--- src/rtl/tmr_regif_pkg.sv ---
package tmr_regif_pkg;
  localparam int BYTE_W = 8;
  localparam int CNT_W  = 2 * BYTE_W;
  localparam int MODE_W = 3;

  typedef enum logic [1:0] {
    ACC_LATCH = 2'd0,
    ACC_LO    = 2'd1,
    ACC_HI    = 2'd2,
    ACC_WORD  = 2'd3
  } acc_e;

  // pending frozen-count state; values line up with acc_e on capture
  typedef enum logic [1:0] {
    LAT_NONE = 2'd0,
    LAT_LO   = 2'd1,
    LAT_HI   = 2'd2,
    LAT_BOTH = 2'd3
  } lat_e;
endpackage

--- src/rtl/tmr_ctrl_dec.sv ---
module tmr_ctrl_dec
  import tmr_regif_pkg::*;
#(
  parameter int NUM_CH = 3
) (
  input  logic [1:0]        addr_i,
  input  logic              wr_i,
  input  logic              rd_i,
  input  logic [BYTE_W-1:0] wdata_i,
  output logic [NUM_CH-1:0] cfg_wr_o,
  output logic [NUM_CH-1:0] cnt_lat_o,
  output logic [NUM_CH-1:0] sts_lat_o,
  output logic [NUM_CH-1:0] dwr_o,
  output logic [NUM_CH-1:0] drd_o
);
  logic ctl_wr, rb_cmd;
  assign ctl_wr = wr_i && (addr_i == 2'd3);
  assign rb_cmd = ctl_wr && (wdata_i[7:6] == 2'd3);

  for (genvar c = 0; c < NUM_CH; c++) begin : g_ch
    logic hit;
    assign hit          = ctl_wr && (wdata_i[7:6] == 2'(c));
    assign cfg_wr_o[c]  = hit && (wdata_i[5:4] != ACC_LATCH);
    assign cnt_lat_o[c] = (hit && (wdata_i[5:4] == ACC_LATCH)) ||
                          (rb_cmd && wdata_i[c+1] && !wdata_i[5]);
    assign sts_lat_o[c] = rb_cmd && wdata_i[c+1] && !wdata_i[4];
    assign dwr_o[c]     = wr_i && (addr_i == 2'(c));
    assign drd_o[c]     = rd_i && !wr_i && (addr_i == 2'(c));
  end
endmodule

--- src/rtl/tmr_chan_port.sv ---
module tmr_chan_port
  import tmr_regif_pkg::*;
(
  input  logic              clk_i,
  input  logic              rst_ni,
  input  logic              cfg_wr_i,
  input  logic              cnt_lat_i,
  input  logic              sts_lat_i,
  input  logic              dwr_i,
  input  logic              drd_i,
  input  logic [BYTE_W-1:0] wdata_i,
  input  logic [CNT_W-1:0]  cnt_i,
  input  logic              out_i,
  output logic              load_o,
  output logic [CNT_W-1:0]  load_val_o,
  output logic [BYTE_W-1:0] rd_byte_o,
  output logic [MODE_W-1:0] mode_o,
  output logic              bcd_o
);
  acc_e              acc_q;
  lat_e              lat_q;
  logic              wr_hi_q, rd_hi_q, sts_pend_q;
  logic [BYTE_W-1:0] wlat_q, sts_q;
  logic [CNT_W-1:0]  lat_val_q;

  always_ff @(posedge clk_i or negedge rst_ni) begin
    if (!rst_ni) begin
      acc_q      <= ACC_WORD;
      mode_o     <= MODE_W'(3);
      bcd_o      <= 1'b0;
      wr_hi_q    <= 1'b0;
      rd_hi_q    <= 1'b0;
      wlat_q     <= '0;
      lat_q      <= LAT_NONE;
      lat_val_q  <= '0;
      sts_pend_q <= 1'b0;
      sts_q      <= '0;
    end else begin
      if (cfg_wr_i) begin
        acc_q      <= acc_e'(wdata_i[5:4]);
        mode_o     <= wdata_i[3:1];
        bcd_o      <= wdata_i[0];
        wr_hi_q    <= 1'b0;
        rd_hi_q    <= 1'b0;
        lat_q      <= LAT_NONE;
        sts_pend_q <= 1'b0;
      end
      if (cnt_lat_i && lat_q == LAT_NONE) begin
        lat_val_q <= cnt_i;
        lat_q     <= lat_e'(acc_q);
      end
      if (sts_lat_i && !sts_pend_q) begin
        sts_q      <= {out_i, 1'b0, acc_q, mode_o, bcd_o};
        sts_pend_q <= 1'b1;
      end
      if (dwr_i && acc_q == ACC_WORD) begin
        if (!wr_hi_q) wlat_q <= wdata_i;
        wr_hi_q <= !wr_hi_q;
      end
      if (drd_i) begin
        if (sts_pend_q)              sts_pend_q <= 1'b0;
        else if (lat_q != LAT_NONE)  lat_q <= (lat_q == LAT_BOTH) ? LAT_HI : LAT_NONE;
        else if (acc_q == ACC_WORD)  rd_hi_q <= !rd_hi_q;
      end
    end
  end

  assign load_o = dwr_i && (acc_q != ACC_WORD || wr_hi_q);

  always_comb begin
    unique case (acc_q)
      ACC_LO:  load_val_o = {{BYTE_W{1'b0}}, wdata_i};
      ACC_HI:  load_val_o = {wdata_i, {BYTE_W{1'b0}}};
      default: load_val_o = {wdata_i, wlat_q};
    endcase
  end

  logic live_hi;
  assign live_hi = (acc_q == ACC_HI) || (acc_q == ACC_WORD && rd_hi_q);

  always_comb begin
    if (sts_pend_q)          rd_byte_o = sts_q;
    else if (lat_q != LAT_NONE)
      rd_byte_o = (lat_q == LAT_HI) ? lat_val_q[CNT_W-1:BYTE_W] : lat_val_q[BYTE_W-1:0];
    else
      rd_byte_o = live_hi ? cnt_i[CNT_W-1:BYTE_W] : cnt_i[BYTE_W-1:0];
  end
endmodule

--- src/rtl/tmr_regif.sv ---
module tmr_regif
  import tmr_regif_pkg::*;
#(
  parameter int NUM_CH = 3
) (
  input  logic                     clk_i,
  input  logic                     rst_ni,
  input  logic [1:0]               addr_i,
  input  logic                     wr_i,
  input  logic                     rd_i,
  input  logic [7:0]               wdata_i,
  output logic [7:0]               rdata_o,
  input  logic [NUM_CH*16-1:0]     cnt_i,
  input  logic [NUM_CH-1:0]        out_i,
  output logic [NUM_CH-1:0]        load_o,
  output logic [NUM_CH*16-1:0]     load_val_o,
  output logic [NUM_CH*3-1:0]      ch_mode_o,
  output logic [NUM_CH-1:0]        ch_bcd_o
);
  logic [NUM_CH-1:0] cfg_wr, cnt_lat, sts_lat, dwr, drd;
  logic [NUM_CH-1:0][BYTE_W-1:0] rd_byte;

  tmr_ctrl_dec #(.NUM_CH(NUM_CH)) u_dec (
    .addr_i   (addr_i),
    .wr_i     (wr_i),
    .rd_i     (rd_i),
    .wdata_i  (wdata_i),
    .cfg_wr_o (cfg_wr),
    .cnt_lat_o(cnt_lat),
    .sts_lat_o(sts_lat),
    .dwr_o    (dwr),
    .drd_o    (drd)
  );

  for (genvar c = 0; c < NUM_CH; c++) begin : g_ch
    tmr_chan_port u_port (
      .clk_i     (clk_i),
      .rst_ni    (rst_ni),
      .cfg_wr_i  (cfg_wr[c]),
      .cnt_lat_i (cnt_lat[c]),
      .sts_lat_i (sts_lat[c]),
      .dwr_i     (dwr[c]),
      .drd_i     (drd[c]),
      .wdata_i   (wdata_i),
      .cnt_i     (cnt_i[c*CNT_W +: CNT_W]),
      .out_i     (out_i[c]),
      .load_o    (load_o[c]),
      .load_val_o(load_val_o[c*CNT_W +: CNT_W]),
      .rd_byte_o (rd_byte[c]),
      .mode_o    (ch_mode_o[c*MODE_W +: MODE_W]),
      .bcd_o     (ch_bcd_o[c])
    );
  end

  always_comb begin
    rdata_o = '0;
    for (int c = 0; c < NUM_CH; c++)
      if (rd_i && addr_i == 2'(c)) rdata_o = rd_byte[c];
  end
endmodule

--- config.mk ---
export PLATFORM = sky130hd
export DESIGN_NAME = tmr_regif
export DESIGN_NICKNAME = d
export VERILOG_FILES = /design/src/rtl/tmr_regif_pkg.sv /design/src/rtl/tmr_ctrl_dec.sv /design/src/rtl/tmr_chan_port.sv /design/src/rtl/tmr_regif.sv
export SDC_FILE = /design/constraint.sdc
export NUM_CORES = 1
export LEC_CHECK = 0
export ABC_AREA = 1
export CELL_PAD_IN_SITES_DETAIL_PLACEMENT = 1
export CELL_PAD_IN_SITES_GLOBAL_PLACEMENT = 1
export CORE_MARGIN = 2
export CORE_UTILIZATION = 40
export DETAILED_ROUTE_END_ITERATION = 7
export GPL_TIMING_DRIVEN = 0
export PLACE_DENSITY_LB_ADDON = 0.1
export SYNTH_ARGS = -nofsm -noshare
export SYNTH_HDL_FRONTEND = slang
export SYNTH_SLANG_ARGS = --single-unit
export TNS_END_PERCENT = 30
--- constraint.sdc ---
create_clock -name clk_i -period 5.6 [get_ports clk_i]
set_clock_uncertainty 0.2 [all_clocks]
set_input_delay 1.12 -clock clk_i [delete_from_list [all_inputs] [get_ports clk_i]]
set_output_delay 1.12 -clock clk_i [all_outputs]
set_load 0.02 [all_outputs]
# == Word-level counts from Yosys, hierarchy flattened ==
# Index checks and enable logic that the tools add are counted.
# classes
add_sub_neg,0
multipliers,0
n_div,0
order_cmp,0
n_eq_ne,24
n_shift,0
n_mux,69
bitwise_logic,3
reduce_logical,82
# ops
operator,count
$mux 8,15
$pmux 16 s2,3
$logic_and 1x1->1,45
$mux 2,18
$mux 1,33
$eq 2x2->1 const B,16
$reduce_bool 2->1,7
$logic_not 1->1,12
$logic_not 2->1,6
$eq 2x1->1 const B,5
$logic_or 1x1->1,9
$ne 2x2->1 const B,3
$reduce_and 2->1,3
$not 1->1,3
# word_totals
reg_bits,126
latchBits,0
ramBits,0
mem_bits_ro,0
in_bits,65
out_inout_bits,71
wordCells,208
memories,0

# == Longest topological paths before layout ==
# Gate-level depths: netlist of run 1.
# depth
depth_word,11
ltp_mapped,10
ltp_nobuf,10

# == Cells and area by module ==
# A second synthesis of run 1 with hierarchy kept.
# unflattened
cells_unflattened,927
hier_area_um2,7248.2
# modules_own_cells
module,instances,cells_each,area_each_um2,seq_area_each_um2
tmr_chan_port at g_ch[1].u_port ...,2,279,2259.7,1056.0
tmr_chan_port at g_ch[0].u_port,1,287,2289.7,1056.0
tmr_regif,1,39,232.7,0.0
tmr_ctrl_dec,1,43,206.4,0.0

# == Worst setup path after synthesis of run 1 ==
# No wires, ideal clock.
# synth_path
path_kind,input-to-output
startpoint,in addr_i[1]
endpoint,out rdata_o[6]
arrival_ps,1965
required_ps,4280
setup_slack_ps,2315
stages,6
path_buffers,1
cell_sequence,buf_6 nor2_1 nand2_2 nor2_1 nand2_1 nand3_1
# synth_between
elab_chain_cells,5
word_cells_on_any_way,9
cone_classes,eq/ne (2); mux (3); reduce/logical (4)
# synth_rtl
item,line_no,source
"start, declared",tmr_regif.sv:8,"input logic [1:0] addr_i,"
$logic_not 2->1,tmr_regif.sv:58,if (rd_i && addr_i == 2'(c)) rdata_o = rd_byte[c];
$logic_and 1x1->1,tmr_regif.sv:58,
$mux 8 (2 in a row),tmr_regif.sv:58,
$mux 8 *,tmr_regif.sv:58,
"end, declared",tmr_regif.sv:12,"output logic [7:0] rdata_o,"
# Every way passes the cells marked *; elsewhere a longest branch is shown, timed or not.

# == Worst setup path in the final report of run 1 ==
# layout_path
startpoint,in wdata_i[5]
endpoint,out load_val_o[37]
# layout_between
elab_chain_cells,1
# layout_rtl
item,line_no,source
"start, declared",tmr_regif.sv:11,"input logic [7:0] wdata_i,"
$pmux 16 s2,tmr_chan_port.sv:71,unique case (acc_q)
"end, declared",tmr_regif.sv:16,"output logic [NUM_CH*16-1:0] load_val_o,"
# No other way between the ends.

==> impl_metrics.env, run 1 <==
export IMPL_status="finished, final reports clean"
export IMPL_synth_seq_cells=126
export IMPL_ctsResizeCount=0
export IMPL_final_nets=1172
export IMPL_cp_end_kind="primary output"
export IMPL_grt_max_degree=78
export IMPL_clock_path_buffers=2
export IMPL_wl_per_cell_um=17.53
export IMPL_r2r_start="g_ch[2].u_port.acc_q[1]$_DFFE_PN1P_"
export IMPL_hold_path_class="reg2reg"
export IMPL_r2r_cells=5
export IMPL_synth_top_cell_by_area="dfrtp_1"
export IMPL_cts_hold_buf=0
export IMPL_port_buffers=132
export IMPL_num_rows=48
export IMPL_diodes=0
export IMPL_max_freq_ghz=0.2076
export IMPL_die_y_um=135.6
export IMPL_avgSynthCellArea_sq_um=7.321
export IMPL_core_area_sq_um=17120
export IMPL_r2r_slack_ns=3.29
export IMPL_grt_pass1_vias=7267
export IMPL_power_switching_w=0.001508
export IMPL_antenna_found_initial=0
export IMPL_gp_congestion=0.8059
export IMPL_p_comb_share_pct=39.1
export IMPL_track_usage_pct=26.81
export IMPL_synth_seq_area_share_pct=45.75
export IMPL_grt_pass1_wl_mm=38.14
export IMPL_crit_type="in2out"
export IMPL_vias=6957
export IMPL_synth_warnings=0
export IMPL_ys_top_cells_by_area="dfrtp_1 (41%), nand2_1 (15%), nand3_1 (9.9%)"
export IMPL_powerDensity_nw_per_um2=435.6
export IMPL_synthDistinctLibCells=30
export IMPL_internal_power_w=0.002469
export IMPL_post_cts_setup_buffers=0
export IMPL_clock_latency_ns=0.42
export IMPL_cts_tree="built"
export IMPL_drt_iter0_markers=388
export IMPL_initial_utilization_pct=40.46
export IMPL_stdcell_count=1336
export IMPL_worst_pin_slew_ns=0.8011
export IMPL_crit_start="wdata_i[5]"
export IMPL_drive_gt1_share_pct=7.471
export IMPL_relSlewSlack_pct=46.59
export IMPL_setup_violations=0
export IMPL_detail_route_antenna_nets=0
export IMPL_grt_overflow_total=0
export IMPL_final_util_pct=53.33
export IMPL_pre_cts_slack_ns=0.8278
export IMPL_crit_fanout=10
export IMPL_synthesis_nets=1020
export IMPL_synth_top_cell_area_share_pct=41.19
export IMPL_area_delta_synth_final_pct=31.82
export IMPL_drcViolationCount=0
export IMPL_fill_cells=2221
export IMPL_hold_viol=0
export IMPL_routed_via_density=5.207
export IMPL_layout_commonest_cell="nand2_1"
export IMPL_place_inst=1304
export IMPL_period_share_pct=86.02
export IMPL_fin_crit_ns=4.817
export IMPL_cap_violations=0
export IMPL_rsz0062_at_grt="no"
export IMPL_root_buffer="clkbuf_16"
export IMPL_die_area_sq_um=18380
export IMPL_start_kind="input pin"
export IMPL_crit_arrival_ns=3.50
export IMPL_cts_clk_slew_worst_paths_ns=0.06
export IMPL_num_io_pins=136
export IMPL_htreeDepth=4
export IMPL_p_sw_share_pct=37.92
export IMPL_final_cell_mix="nand2_1 (271), nand3_1 (137), clkdlybuf4s50_1 (131)"
export IMPL_maxSlewViolCount=0
export IMPL_synthesis_area_sq_um=6925
export IMPL_firstDrtPassIters=5
export IMPL_syn_inst=946
export IMPL_cp_endpoint="load_val_o[37]"
export IMPL_static_leakage_power_nw=4.444
export IMPL_cts_made_buffers=17
export IMPL_cp_required_ns=4.28
export IMPL_r2r_end="g_ch[2].u_port.wlat_q[3]$_DFFE_PN0P_"
export IMPL_post_dp_hpwl_mm=16.72
export IMPL_routed_wl_mm=23.42
export IMPL_worst_slack_ns=0.7829
export IMPL_seq_power_share_pct=33.3
export IMPL_clockPowerShare_pct=27.6
export IMPL_peakVddDrop_uv=242.4
export IMPL_fp_dieW_um=135.6
export IMPL_cts_sinks=126
-- power by group through the flow --
stage                     combinational, W  sequential (W)  clock, W
after global placement             0.00152         0.00133         0
after global routing               0.00172         0.00136   0.00115
after detailed placement           0.00155         0.00133         0
final                              0.00155         0.00132   0.00110
after CTS                          0.00157         0.00132   0.00111
after floorplan                   0.000901         0.00131         0
-- synthesized netlist by cell type, drive strengths merged --
| cell type | instances |
|---|---|
| a21o | 1 |
| clkbuf | 19 |
| inv | 113 |
| nor3 | 12 |
| clkinv | 5 |
| o21ai | 109 |
| nand2 | 277 |
| nand4 | 5 |
| a21boi | 2 |
| a21oi | 36 |
| o22ai | 8 |
| o21bai | 1 |
| nand3 | 143 |
| dfrtp | 114 |
| nor2 | 55 |
| ha | 9 |
| or2 | 1 |
| dfstp | 12 |
| buf | 24 |
-- registers in the layout, indices dropped and copies added (netlist names) --
name / count
g_ch.u_port.lat_q: 6
g_ch.u_port.sts_q: 21
g_ch.u_port.wr_hi_q: 3
g_ch.u_port.acc_q: 6
g_ch.u_port.bcd_o: 3
g_ch.u_port.mode_o: 9
g_ch.u_port.lat_val_q: 48
g_ch.u_port.wlat_q: 24
g_ch.u_port.sts_pend_q: 3
g_ch.u_port.rd_hi_q: 3
-- critical path, stage by stage --
cell	delay (ns)
clkdlybuf4s50_1	0.51
clkbuf_1	0.62
inv_1	0.34
o22ai_1	0.26
clkdlybuf4s50_1	0.64
-- through the flow --
stage	cell area [sq um]	power, W	setup TNS [ns]	hold slack (ns)
after global routing	9129	0.004225	0	0.3032
after CTS	9129	0.003997	0	0.2716
after global placement	8528	0.002846	-241.30	0.2481
final	9129	0.003977	0	0.2664
after detailed placement	8557	0.002882	0	0.2584
after floorplan	6925	0.002207	0	0.2367
-- cells by family after synthesis --
kind of cell,Yosys count,synth area share [%]
compound gates,157,11.64
fa+ha+maj,9,1.626
buf+inv,161,9.539
flops,126,45.75
simple gates,493,31.45
-- cell type report --
| cell class | count | area, sq um | share of cell area [%] |
|---|---|---|---|
| Clock inverter | 6 | 82.58 | 0.9046 |
| Multi-Input combinational cell | 659 | 3097 | 33.92 |
| Timing Repair Buffer | 133 | 1350 | 14.79 |
| Inverter | 118 | 442.9 | 4.852 |
| Sequential cell | 126 | 3168 | 34.70 |
| Clock buffer | 26 | 489.2 | 5.359 |
| Tap cell | 225 | 281.5 | 3.084 |
| Buffer | 43 | 217.7 | 2.385 |
-- per-layer routing --
layer / wire, um / vias to the layer above / part of all wire [%] / track usage, %
met4: 338 / 0 / 1.4 / 7.176
met1: 10900 / 3420 / 47 / 36.32
li1: - / 3343 / - / -
met5: 0 / - / 0 / 0
met3: 1023 / 26 / 4.4 / 5.088
met2: 11160 / 168 / 48 / 44.14
-- worst min-delay path by stage --
stage	from	depth (start not counted)	endpoint
floorplan	g_ch[0].u_port.lat_val_q[10]$_DFFE_PN0P_	2	g_ch[0].u_port.lat_val_q[10]$_DFFE_PN0P_
global placement	g_ch[0].u_port.lat_val_q[15]$_DFFE_PN0P_	2	g_ch[0].u_port.lat_val_q[15]$_DFFE_PN0P_
detailed placement	g_ch[0].u_port.lat_val_q[9]$_DFFE_PN0P_	2	g_ch[0].u_port.lat_val_q[9]$_DFFE_PN0P_
CTS	g_ch[0].u_port.lat_val_q[10]$_DFFE_PN0P_	2	g_ch[0].u_port.lat_val_q[10]$_DFFE_PN0P_
global route	g_ch[0].u_port.lat_val_q[12]$_DFFE_PN0P_	2	g_ch[0].u_port.lat_val_q[12]$_DFFE_PN0P_
finish	g_ch[0].u_port.lat_val_q[11]$_DFFE_PN0P_	2	g_ch[0].u_port.lat_val_q[11]$_DFFE_PN0P_
(Power assumes the default switching activity.)
==> run 2: changes to the inputs <==
- CORE_UTILIZATION: 40 -> 42
- SYNTH_HIERARCHICAL: default -> 1
==> run 2 against run 1 <==
  * Combinational power increased by 15%
  * Worst setup slack improved by 0.21 ns
  * Cell count down 1.3%
  * Largest cell class is now multi-input combinational cells
  * Cell area grew 4.6%
  * First-iteration DRC count grew 18%
  * Hold slack better by 0.017 ns
  * Die area decreased by 0.31%
  * Total power increased by 9.4%
  * Sequential power rose by 4%
==> impl_metrics.env, run 2 <==
export IMPL_htreeDepth=4
export IMPL_port_buffers=135
export IMPL_setup_tns_ns=0
export IMPL_area_delta_synth_final_pct=31.69
export IMPL_period_share_pct=82.34
export IMPL_syn_inst=927
export IMPL_regMostFlops="g_ch.u_port/lat_val_q"
export IMPL_synth_top_cell_area_share_pct=39.36
export IMPL_fp_dieW_um=135.4
export IMPL_firstDrtPassIters=4
export IMPL_holdPathStages=2
export IMPL_post_cts_setup_buffers=0
export IMPL_grt_max_degree=72
export IMPL_antenna_found_initial=0
export IMPL_clock_latency_ns=0.42
export IMPL_relSlewSlack_pct=58.68
export IMPL_crit_arrival_ns=3.29
export IMPL_initial_utilization_pct=42.50
export IMPL_peakVddDrop_uv=271.5
export IMPL_r2r_slack_ns=3.72
export IMPL_crit_type="in2out"
export IMPL_routed_via_density=5.404
export IMPL_post_dp_hpwl_mm=17.01
export IMPL_placed_area_sq_um=8910
export IMPL_hold_viol=0
export IMPL_drt_iter0_markers=457
export IMPL_rsz0062_at_grt="no"
export IMPL_grt_pass1_wl_mm=38.53
export IMPL_cts_tree="built"
export IMPL_vias=7128
export IMPL_maxSlewViolCount=0
export IMPL_final_cell_mix="nand2_1 (199), clkdlybuf4s50_1 (134), nand3_1 (116)"
export IMPL_cap_violations=0
export IMPL_routed_wl_mm=24.22
export IMPL_cp_endpoint="load_o[2]"
export IMPL_max_freq_ghz=0.2169
export IMPL_synth_seq_area_share_pct=43.71
export IMPL_num_rows=48
export IMPL_die_y_um=135.4
export IMPL_synthesis_area_sq_um=7248
export IMPL_cts_made_buffers=17
export IMPL_synth_seq_cells=126
export IMPL_root_buffer="clkbuf_16"
export IMPL_avgSynthCellArea_sq_um=7.819
export IMPL_diodes=0
export IMPL_track_usage_pct=27.40
export IMPL_power_w=0.004350
export IMPL_powerDensity_nw_per_um2=455.7
export IMPL_synth_warnings=6
export IMPL_status="finished, final reports clean"
export IMPL_final_util_pct=55.96
export IMPL_cp_required_ns=4.28
export IMPL_crit_start="addr_i[1]"
export IMPL_drcViolationCount=0
export IMPL_ys_flop_type="dfrtp_1"
export IMPL_r2r_cells=4
export IMPL_worst_pin_slew_ns=0.6179
export IMPL_hold_start="g_ch[2].u_port/lat_val_q[11]$_DFFE_PN0P_"
export IMPL_grt_pass1_vias=7238
export IMPL_fill_cells=2147
export IMPL_synthTopCellsByCount="nand2_1 (199), nand3_1 (116), dfrtp_1 (114)"
export IMPL_wl_per_cell_um=18.36
export IMPL_start_kind="input pin"
export IMPL_synth_top_cell_by_area="dfrtp_1"
export IMPL_fin_crit_ns=4.611
export IMPL_whs_ns=0.2832
export IMPL_static_leakage_power_nw=4.530
export IMPL_cts_hold_buf=0
export IMPL_cp_end_kind="primary output"
export IMPL_reg_top3="g_ch.u_port/lat_val_q (48), g_ch.u_port/wlat_q (24), g_ch.u_port/sts_q (21)"
export IMPL_async_flop_share_pct=100.0
export IMPL_cts_sinks=126
export IMPL_core_area_sq_um=17060
export IMPL_r2r_end="g_ch[0].u_port/wlat_q[0]$_DFFE_PN0P_"
export IMPL_drive_gt1_share_pct=13.80
export IMPL_layout_commonest_cell="nand2_1"
export IMPL_synthDistinctLibCells=33
export IMPL_die_area_sq_um=18330
export IMPL_setup_violations=0
export IMPL_ctsResizeCount=0
export IMPL_cts_clk_slew_worst_paths_ns=0.05
export IMPL_synth_most_common_cell="nand2_1"
export IMPL_largest_reg_flops=48
export IMPL_grt_overflow_total=0
export IMPL_hold_path_class="reg2reg"
export IMPL_regArea_sq_um=3168
export IMPL_detail_route_antenna_nets=0
export IMPL_fin_area_sq_um=9545
export IMPL_synth_edf_count=0
export IMPL_gp_congestion=0.8505
export IMPL_final_nets=1159
export IMPL_ys_top_cells_by_area="dfrtp_1 (39%), nand2_1 (10%), nand3_1 (8.0%)"
export IMPL_synthesis_nets=1004
export IMPL_multi_input_area_sq_um=3318
export IMPL_crit_fanout=5
export IMPL_clock_path_buffers=2
export IMPL_num_io_pins=136
export IMPL_r2r_start="g_ch[0].u_port/acc_q[1]$_DFFE_PN1P_"
[run 2: cell count changes in the layout (fill, tap and decap cells not counted), sizes merged, moves of 5 or more]
cell | previous run | this run
inv | 113 | 119
o21ai | 109 | 133
a21oi | 36 | 45
nor3 | 12 | 4
clkbuf | 45 | 29
nand2 | 277 | 209
nor2 | 55 | 68
o22ai | 8 | 3
nand4 | 5 | 19
nand3 | 143 | 117
and2 | 0 | 24
buf | 26 | 34
[run 2: worst min-delay path by stage]
stage	endpoint	slack (ns)
floorplan	g_ch[0].u_port/wlat_q[0]$_DFFE_PN0P_	0.25
global placement	g_ch[0].u_port/lat_val_q[8]$_DFFE_PN0P_	0.26
detailed placement	g_ch[2].u_port/lat_val_q[11]$_DFFE_PN0P_	0.27
CTS	g_ch[2].u_port/lat_val_q[11]$_DFFE_PN0P_	0.28
global route	g_ch[2].u_port/lat_val_q[10]$_DFFE_PN0P_	0.29
finish	g_ch[2].u_port/lat_val_q[11]$_DFFE_PN0P_	0.28
[run 2: layout make-up]
type	instances	area share, %
buffer	36	3.107
clock buffer	25	5.296
clock inverter	6	1.363
inverter	122	4.876
multi-input combinational	643	34.76
sequential	126	33.19
tap	225	2.949
timing repair buffer	136	14.46
[run 2: critical path, stage by stage]
cell and delay (ns):
clkdlybuf4s50_1 0.59, inv_2 0.10, nor3_1 0.38, a21boi_0 0.41, clkdlybuf4s50_1 0.69
[run 2: stage by stage]
stage / std cells / setup slack (ns)
floorplan: 927 / 2.326
global placement: 1287 / -2.066
detailed placement: 1288 / 0.9979
CTS: 1319 / 0.9806
global route: 1319 / 0.9203
finish: 1319 / 0.9888
[run 2: report_power, final]
group / switching (W) / total, W / internal (W)
clock: 0.000399 / 0.00120 / 0.000801
sequential: 0.000181 / 0.00137 / 0.00119
combinational: 0.00108 / 0.00178 / 0.000701
[run 2: cell families after synthesis]
logic type / Yosys count / share of synthesized area [%]
AND/OR/NAND/NOR: 441 / 27.59
flip-flops: 126 / 43.71
AO/OA/AOI/OAI: 187 / 15.66
multiplexers: 3 / 0.4660
adder cells (fa/ha/maj): 12 / 2.071
buffers and inverters: 158 / 10.51
[run 2: per-layer routing]
layer	share of wire (%)	vias up	routed length (um)	global-route usage (%)
met5	0	-	0	0
met4	1.8	0	445	8.333
met3	4.3	34	1048	5.238
met2	48	192	11520	44.67
met1	46	3555	11200	37.18
li1	-	3347	-	-
